===== src/rtl/dma_m2m_pkg.sv =====
package dma_m2m_pkg;
  localparam int CNT_W    = 12;
  localparam int DATA_W   = 32;
  localparam int LANES    = DATA_W / 8;

  localparam int IDX_SRC  = 0;
  localparam int IDX_DST  = 1;
  localparam int IDX_LINK = 2;
  localparam int IDX_CTRL = 3;
  localparam int IDX_CFG  = 4;

  localparam int CTL_SSTEP = 26;
  localparam int CTL_DSTEP = 27;
  localparam int CFG_EN    = 0;
  localparam int CFG_ERRA  = 14;
  localparam int CFG_TCA   = 15;
  localparam int CFG_BUSY  = 17;
  localparam int CFG_HALT  = 18;

  typedef enum logic [1:0] {
    XS_IDLE = 2'd0,
    XS_HOLD = 2'd1,
    XS_READ = 2'd2,
    XS_WRITE = 2'd3
  } xfer_state_e;

  function automatic logic [2:0] item_bytes(input logic [2:0] code);
    case (code)
      3'd0:    item_bytes = 3'd1;
      3'd1:    item_bytes = 3'd2;
      3'd2:    item_bytes = 3'd4;
      default: item_bytes = 3'd0;
    endcase
  endfunction

  function automatic logic [1:0] lane_off(input logic [2:0] code, input logic [1:0] lo);
    case (code)
      3'd0:    lane_off = lo;
      3'd1:    lane_off = {lo[1], 1'b0};
      default: lane_off = 2'b00;
    endcase
  endfunction

  function automatic logic [LANES-1:0] lane_mask(input logic [2:0] code);
    case (code)
      3'd0:    lane_mask = 4'b0001;
      3'd1:    lane_mask = 4'b0011;
      3'd2:    lane_mask = 4'b1111;
      default: lane_mask = 4'b0000;
    endcase
  endfunction
endpackage


===== src/rtl/dma_lane_align.sv =====
module dma_lane_align
  import dma_m2m_pkg::*;
(
  input  logic [2:0]        wcode,
  input  logic [1:0]        rd_lo,
  input  logic [1:0]        wr_lo,
  input  logic              is_write,
  input  logic [DATA_W-1:0] rd_word,
  input  logic [DATA_W-1:0] item_in,
  output logic [DATA_W-1:0] item_out,
  output logic [DATA_W-1:0] wr_word,
  output logic [LANES-1:0]  strobe
);
  logic [1:0]        rd_off;
  logic [1:0]        wr_off;
  logic [DATA_W-1:0] keep;

  always_comb begin
    rd_off = lane_off(wcode, rd_lo);
    wr_off = lane_off(wcode, wr_lo);
    for (int b = 0; b < LANES; b++) begin
      keep[8*b +: 8] = {8{lane_mask(wcode)[b]}};
    end
    item_out = (rd_word >> {rd_off, 3'b000}) & keep;
    wr_word  = item_in << {wr_off, 3'b000};
    strobe   = lane_mask(wcode) << (is_write ? wr_off : rd_off);
  end
endmodule


===== src/rtl/dma_chan_regs.sv =====
module dma_chan_regs
  import dma_m2m_pkg::*;
#(
  parameter int ADDR_W = 32
) (
  input  logic              clk,
  input  logic              rst_n,
  input  logic              wr,
  input  logic [2:0]        idx,
  input  logic [DATA_W-1:0] wdata,
  output logic [DATA_W-1:0] rdata,
  input  logic              busy,
  input  logic              hw_step,
  input  logic [2:0]        step_bytes,
  input  logic              hw_clr_en,
  input  logic              tc_set,
  input  logic              err_set,
  output logic [ADDR_W-1:0] src_q,
  output logic [ADDR_W-1:0] dst_q,
  output logic [ADDR_W-1:0] link_q,
  output logic [DATA_W-1:0] ctrl_q,
  output logic [DATA_W-1:0] cfg_q,
  output logic              tc_flag_q,
  output logic              err_flag_q
);
  localparam logic [DATA_W-1:0] CFG_WMASK = ~(DATA_W'(1) << CFG_BUSY);

  logic [ADDR_W-1:0] src_d, dst_d, link_d;
  logic [DATA_W-1:0] ctrl_d, cfg_d;
  logic              tc_flag_d, err_flag_d;
  logic              cfg_wr;

  assign cfg_wr = wr && (idx == 3'(IDX_CFG));

  always_comb begin
    src_d      = src_q;
    dst_d      = dst_q;
    link_d     = link_q;
    ctrl_d     = ctrl_q;
    cfg_d      = cfg_q;
    tc_flag_d  = tc_flag_q;
    err_flag_d = err_flag_q;
    if (wr) begin
      case (idx)
        3'(IDX_SRC):  src_d  = wdata[ADDR_W-1:0];
        3'(IDX_DST):  dst_d  = wdata[ADDR_W-1:0];
        3'(IDX_LINK): link_d = wdata[ADDR_W-1:0];
        3'(IDX_CTRL): ctrl_d = wdata;
        3'(IDX_CFG):  cfg_d  = wdata & CFG_WMASK;
        default: ;
      endcase
    end
    if (cfg_wr) begin
      tc_flag_d  = 1'b0;
      err_flag_d = 1'b0;
    end
    if (hw_step) begin
      if (ctrl_q[CTL_SSTEP]) src_d = src_q + ADDR_W'(step_bytes);
      if (ctrl_q[CTL_DSTEP]) dst_d = dst_q + ADDR_W'(step_bytes);
      ctrl_d[CNT_W-1:0] = ctrl_q[CNT_W-1:0] - 1'b1;
    end
    if (hw_clr_en) cfg_d[CFG_EN] = 1'b0;
    if (tc_set)    tc_flag_d  = 1'b1;
    if (err_set)   err_flag_d = 1'b1;
  end

  always_ff @(posedge clk or negedge rst_n) begin
    if (!rst_n) begin
      src_q      <= '0;
      dst_q      <= '0;
      link_q     <= '0;
      ctrl_q     <= '0;
      cfg_q      <= '0;
      tc_flag_q  <= 1'b0;
      err_flag_q <= 1'b0;
    end else begin
      src_q      <= src_d;
      dst_q      <= dst_d;
      link_q     <= link_d;
      ctrl_q     <= ctrl_d;
      cfg_q      <= cfg_d;
      tc_flag_q  <= tc_flag_d;
      err_flag_q <= err_flag_d;
    end
  end

  always_comb begin
    case (idx)
      3'(IDX_SRC):  rdata = DATA_W'(src_q);
      3'(IDX_DST):  rdata = DATA_W'(dst_q);
      3'(IDX_LINK): rdata = DATA_W'(link_q);
      3'(IDX_CTRL): rdata = ctrl_q;
      3'(IDX_CFG):  rdata = cfg_q | (DATA_W'(busy) << CFG_BUSY);
      default:      rdata = '0;
    endcase
  end
endmodule


===== src/rtl/dma_xfer_ctl.sv =====
module dma_xfer_ctl
  import dma_m2m_pkg::*;
(
  input  logic clk,
  input  logic rst_n,
  input  logic en,
  input  logic halt,
  input  logic setup_ok,
  input  logic cnt_zero,
  input  logic cnt_one,
  input  logic mem_ack,
  output logic busy,
  output logic req,
  output logic we,
  output logic rd_cap,
  output logic hw_step,
  output logic hw_clr_en,
  output logic tc_set,
  output logic err_set
);
  xfer_state_e st_q, st_d;

  always_comb begin
    st_d      = st_q;
    rd_cap    = 1'b0;
    hw_step   = 1'b0;
    hw_clr_en = 1'b0;
    tc_set    = 1'b0;
    err_set   = 1'b0;
    case (st_q)
      XS_IDLE: begin
        if (en) begin
          if (!setup_ok) begin
            err_set   = 1'b1;
            hw_clr_en = 1'b1;
          end else if (cnt_zero) begin
            tc_set    = 1'b1;
            hw_clr_en = 1'b1;
          end else begin
            st_d = halt ? XS_HOLD : XS_READ;
          end
        end
      end
      XS_HOLD: if (!halt) st_d = XS_READ;
      XS_READ: begin
        if (mem_ack) begin
          rd_cap = 1'b1;
          st_d   = XS_WRITE;
        end
      end
      XS_WRITE: begin
        if (mem_ack) begin
          hw_step = 1'b1;
          if (cnt_one) begin
            hw_clr_en = 1'b1;
            tc_set    = 1'b1;
            st_d      = XS_IDLE;
          end else begin
            st_d = halt ? XS_HOLD : XS_READ;
          end
        end
      end
      default: st_d = XS_IDLE;
    endcase
  end

  always_ff @(posedge clk or negedge rst_n) begin
    if (!rst_n) st_q <= XS_IDLE;
    else        st_q <= st_d;
  end

  assign busy = (st_q != XS_IDLE);
  assign req  = (st_q == XS_READ) || (st_q == XS_WRITE);
  assign we   = (st_q == XS_WRITE);
endmodule


===== src/rtl/dma_m2m_chan.sv =====
module dma_m2m_chan
  import dma_m2m_pkg::*;
#(
  parameter int ADDR_W = 32
) (
  input  logic              clk,
  input  logic              rst_n,
  input  logic              reg_wr,
  input  logic [2:0]        reg_idx,
  input  logic [31:0]       reg_wdata,
  output logic [31:0]       reg_rdata,
  output logic              mem_req,
  output logic              mem_we,
  output logic [ADDR_W-1:0] mem_addr,
  output logic [3:0]        mem_be,
  output logic [31:0]       mem_wdata,
  input  logic [31:0]       mem_rdata,
  input  logic              mem_ack,
  output logic              tc_irq,
  output logic              err_irq
);
  logic              rst_meta_q, rst_q;
  logic [ADDR_W-1:0] src_q, dst_q, link_q;
  logic [DATA_W-1:0] ctrl_q, cfg_q;
  logic              tc_flag_q, err_flag_q;
  logic              active, rd_cap, hw_step, hw_clr_en, tc_set, err_set;
  logic              setup_ok;
  logic [2:0]        wcode;
  logic [DATA_W-1:0] item_q, item_next;

  always_ff @(posedge clk or negedge rst_n) begin
    if (!rst_n) begin
      rst_meta_q <= 1'b0;
      rst_q      <= 1'b0;
    end else begin
      rst_meta_q <= 1'b1;
      rst_q      <= rst_meta_q;
    end
  end

  assign wcode    = ctrl_q[20:18];
  assign setup_ok = (cfg_q[13:11] == 3'd0) && (ctrl_q[20:18] == ctrl_q[23:21])
                    && (wcode <= 3'd2) && (link_q == '0);

  dma_chan_regs #(.ADDR_W(ADDR_W)) u_regs (
    .clk(clk), .rst_n(rst_q),
    .wr(reg_wr), .idx(reg_idx), .wdata(reg_wdata), .rdata(reg_rdata),
    .busy(active), .hw_step(hw_step), .step_bytes(item_bytes(wcode)),
    .hw_clr_en(hw_clr_en), .tc_set(tc_set), .err_set(err_set),
    .src_q(src_q), .dst_q(dst_q), .link_q(link_q), .ctrl_q(ctrl_q), .cfg_q(cfg_q),
    .tc_flag_q(tc_flag_q), .err_flag_q(err_flag_q)
  );

  dma_xfer_ctl u_ctl (
    .clk(clk), .rst_n(rst_q),
    .en(cfg_q[CFG_EN]), .halt(cfg_q[CFG_HALT]), .setup_ok(setup_ok),
    .cnt_zero(ctrl_q[CNT_W-1:0] == '0), .cnt_one(ctrl_q[CNT_W-1:0] == CNT_W'(1)),
    .mem_ack(mem_ack), .busy(active), .req(mem_req), .we(mem_we),
    .rd_cap(rd_cap), .hw_step(hw_step), .hw_clr_en(hw_clr_en),
    .tc_set(tc_set), .err_set(err_set)
  );

  dma_lane_align u_lanes (
    .wcode(wcode), .rd_lo(src_q[1:0]), .wr_lo(dst_q[1:0]), .is_write(mem_we),
    .rd_word(mem_rdata), .item_in(item_q), .item_out(item_next),
    .wr_word(mem_wdata), .strobe(mem_be)
  );

  always_ff @(posedge clk or negedge rst_q) begin
    if (!rst_q)      item_q <= '0;
    else if (rd_cap) item_q <= item_next;
  end

  assign mem_addr = mem_we ? dst_q : src_q;
  assign tc_irq   = tc_flag_q  && cfg_q[CFG_TCA];
  assign err_irq  = err_flag_q && cfg_q[CFG_ERRA];
endmodule


===== config.mk =====
export PLATFORM = sky130hd
export DESIGN_NAME = dma_m2m_chan
export DESIGN_NICKNAME = d
export VERILOG_FILES = /design/src/rtl/dma_m2m_pkg.sv /design/src/rtl/dma_lane_align.sv /design/src/rtl/dma_chan_regs.sv /design/src/rtl/dma_xfer_ctl.sv /design/src/rtl/dma_m2m_chan.sv
export SDC_FILE = /design/constraint.sdc
export NUM_CORES = 1
export LEC_CHECK = 0
export ABC_AREA = 1
export CORE_MARGIN = 2
export CORE_UTILIZATION = 45
export CTS_CLUSTER_SIZE = 10
export DETAILED_ROUTE_END_ITERATION = 16
export PLACE_DENSITY = 0.77
export SLEW_MARGIN = 20
export SYNTH_ARGS = -nofsm -noshare
export SYNTH_HDL_FRONTEND = slang
export SYNTH_HIERARCHICAL = 1
export SYNTH_SLANG_ARGS = --single-unit

===== constraint.sdc =====
create_clock -name clk -period 7.45 [get_ports clk]
set_input_delay 1.49 -clock clk [delete_from_list [all_inputs] [get_ports clk]]
set_output_delay 1.49 -clock clk [all_outputs]
set_load 0.02 [all_outputs]

* After elaboration in Yosys (flattened, before gate mapping)
Index checks and enable logic that the tools add are counted.
Operators by class: bitwise gates (word level) 2, equal/unequal tests 17, multiplexer cells 48, add/sub/neg operators 3, shift operators 3, order comparisons 1, reductions and logical operators 26
Operators with widths (count):
- $mux 32 | 9
- $pmux 32 s5 | 1
- $add 32x3->32 | 2
- $mux 12 | 3
- $and 32x32->32 | 1
- $logic_not 32->1 | 1
- $or 32x18->32 | 1
- $shl 32x5->32 | 1
- $shr 32x5->32 | 1
- $mux 1 | 19
- $mux 2 | 9
- $reduce_bool 2->1 | 7
- $eq 12x1->1 const B | 1
- $logic_not 12->1 | 1
- $pmux 4 s3 | 1
- $sub 12x1->12 const B | 1
- $reduce_and 2->1 | 5
- $eq 3x2->1 const B | 3
- $logic_not 3->1 | 3
- $pmux 3 s3 | 1
- $ne 2x2->1 const B | 4
- $pmux 2 s2 | 2
- $pmux 2 s4 | 1
- $eq 3x1->1 const B | 2
- 12 further kinds | 20
Storage, ports and cells: flip-flop bits (word level) 197

* Longest topological paths before layout
word-level depth 9, depth in mapped cells 15, mapped depth without buffers 15

* Cells and area by module
Netlist, hierarchy kept.
Modules (own cells, without submodules):
- dma_chan_regs | times used 1, seq. area each 4028.9 µm², area each 9571.7 µm², cells each 1385
- dma_m2m_chan | times used 1, seq. area each 850.8 µm², area each 2258.4 µm², cells each 188
- dma_lane_align | times used 1, seq. area each 0.0 µm², area each 1632.8 µm², cells each 356
- dma_xfer_ctl | times used 1, seq. area each 50.0 µm², area each 316.6 µm², cells each 52

* Worst setup path after synthesis
Ideal clock, no wire load.
path type input port to output port, from input reg_idx[0], to output reg_rdata[15], stages on the path 6, slack 3.559 ns, path buffers 1, data arrival time 2.401 ns, path through nor2_1 -> nand2_1 -> inv_1 -> clkbuf_1 -> a21oi_1 -> o211ai_1
On the way: longest elaborated chain between the ends 2, elaborated cells on any way between the ends 6, those cells by class eq/ne (4); mux (1); reduce/logical (1)
Ends and longest elaborated chain:
- from (decl) | line dma_m2m_chan.sv:9 | input logic [2:0] reg_idx,
- $eq 3x3->1, or another cell as far along | line dma_chan_regs.sv:88 | case (idx)
- $pmux 32 s5 * | line dma_chan_regs.sv:88
- to (decl) | line dma_m2m_chan.sv:11 | output logic [31:0] reg_rdata,
Mark *: on every way between the ends. The rest lies on a longest branch, timed or not.

* Worst setup path in the final report
from input reg_idx[2], to output reg_rdata[11]
Same word-level chain as after synthesis.

==> flow_metrics.tcl <==
set metrics [dict create \
    tns_ns 0 \
    syn_area_mm2 0.0138 \
    endpoint_kind "primary output" \
    max_clock_freq_ghz 0.173 \
    finClkSkew_ns 0.0166 \
    pin_count 175 \
    viasPerCell 5.68 \
    grt_start_max_net_pins 138 \
    min_path_type "reg -> reg" \
    pwr-share-comb_pct 50.9 \
    outcome "completed" \
    wirelength_um 49100 \
    start_util_pct 45.4 \
    setup_ws_ns 1.68 \
    grtUsageTotal_pct 30.8 \
    drive_gt1_share_pct 7.12 \
    fill_cells 2966 \
    place.gp.congestion 0.978 \
    n_antenna_cell 0 \
    pwr-share-seq_pct 33.5 \
    required_ns 5.96 \
    p_leak_nw 7.55 \
    hold_violations 0 \
    finalSetupViolCount 0 \
    synth_fp_nets 2065 \
    clockPowerShare_pct 15.5 \
    final_net_count 2181 \
    die_area_mm2 0.0320 \
    rsz0062_at_grt "no" \
    cts_made_buffers 17 \
    holdBufCountCts 0 \
    dr.pass1.iters 8 \
    start_kind "input pin" \
    synth_cells 1979 \
    overflow 0 \
    clk_path_buf_depth 2 \
    vias 14200 \
    p_sw_share_pct 47.3 \
    post-route-min-period_ns 5.77 \
    cts-root-buf "clkbuf_16" \
    synth_warnings 6 \
    wl_per_cell_um 19.6 \
    h-tree-depth 4 \
    critPathMaxFanout 25 \
    slew_headroom_pct 24.7 \
    die_height_um 179 \
    cts_setup_buffers 0 \
    internal_power_mw 3.12 \
    critPathKind "in -> out" \
    tightest_slew_ns 1.13 \
    fin_crit_sh_pct 77.4 \
    clkSinkCount 197 \
    mostFrequentLayoutCells "579 x nand2_1, 241 x nor2_1, 208 x inv_1, 200 x o21ai_0, 196 x dfrtp_1" \
    syn_area_per_cell_um2 6.96 \
    p_switching_mw 2.80 \
    antenna_found_initial 0 \
    clkLatencyLatePin_ns 0.46 \
    grt_pass1_vias 12900 \
    drtAntennaViolNets 0 \
    cts_resized 0 \
    p_per_area_mw_per_mm2 365 \
    io_buffers 174 \
    drc_errors 0 \
    rows 64 \
    arrival_ns 4.28 \
    cts_tree "done" \
    mostFrequentLayoutCell "nand2_1" \
    maxCapViolations 0 \
    dp_slack_ns 1.66 \
    path_clk_slew_ns 0.07 \
    die_x_um 179 \
    grt_pass1_wl_um 74800 \
    drtIter0Drc 1715 \
    fp.coreArea_mm2 0.0303 \
    vdd_drop_max_uv 267 \
    drv_slew 0 \
    dp_hpwl_um 36300 \
    area_growth_pct 17.5 \
]
[power by group through the flow]
stage | Sequential (mW) | Combinational [mW] | Clock [mW]
2_1_floorplan | 1.76 | 2.02 | 0
3_3_place_gp | 1.98 | 2.91 | 0
3_5_place_dp | 1.99 | 2.96 | 0
4_1_cts | 1.97 | 2.98 | 0.929
5_1_grt | 2.03 | 3.28 | 0.972
6_report | 1.98 | 3.01 | 0.919
[worst paths after layout]
check                      depth (start not counted)               end              start  slack [ns]
setup / recovery                                   9     reg_rdata[11]         reg_idx[2]        1.68
hold / removal                                     0             rst_q         rst_meta_q        0.36
setup reg to reg                                   6         item_q[1]  u_regs/ctrl_q[18]        4.41
hold reg to reg                                    0             rst_q         rst_meta_q        0.36
max in group asynchronous                          1        item_q[16]              rst_q        5.74
min in group asynchronous                          0  u_regs/ctrl_q[6]              rst_q        0.43
[per-stage QoR]
stage / area [um2] / util (%) / power [mW] / instances / hold slack, ns
finish: 16200 / 53.3 / 5.91 / 2504 / 0.357
global route: 16200 / 53.3 / 6.28 / 2504 / 0.362
CTS: 16200 / 53.3 / 5.88 / 2503 / 0.360
detailed placement: 15600 / 51.4 / 4.95 / 2471 / 0.341
global placement: 15600 / 51.4 / 4.89 / 2471 / 0.344
floorplan: 13800 / - / 3.78 / 1979 / 0.331
[routing by layer]
layer	global-route usage, %	up-vias	routed length [um]
met4	13.7	0	2290
met1	42.5	6684	20400
met3	3.84	120	4010
met5	0	-	0
li1	-	6660	-
met2	48.5	768	22400
[sequential cells by signal, indices dropped and copies added (netlist names)]
register and cells:
u_regs/link_q 32, rst_q 1, u_regs/ctrl_q 32, u_regs/src_q 32
u_ctl/st_q 2, u_regs/tc_flag_q 1, item_q 32, u_regs/err_flag_q 1
rst_meta_q 1, u_regs/cfg_q 31, u_regs/dst_q 32
[critical path, stage by stage]
cell and delay [ns]:
clkdlybuf4s50_1 0.66, inv_2 0.06, nand2_2 0.39, clkinv_1 0.52, nand2_1 0.17, nand2_1 0.06
a21oi_1 0.12, o221ai_1 0.18, clkdlybuf4s50_1 0.60
[area by class of cell]
type | count | area [um2] | area share (%)
Multi-Input combinational cell | 1470 | 7500 | 46.4
Sequential cell | 197 | 4930 | 30.5
Timing Repair Buffer | 187 | 1860 | 11.5
Inverter | 222 | 833 | 5.15
Tap cell | 396 | 495 | 3.06
Clock buffer | 20 | 447 | 2.76
Clock inverter | 12 | 110 | 0.681
Power figures use the tool's default switching activity.
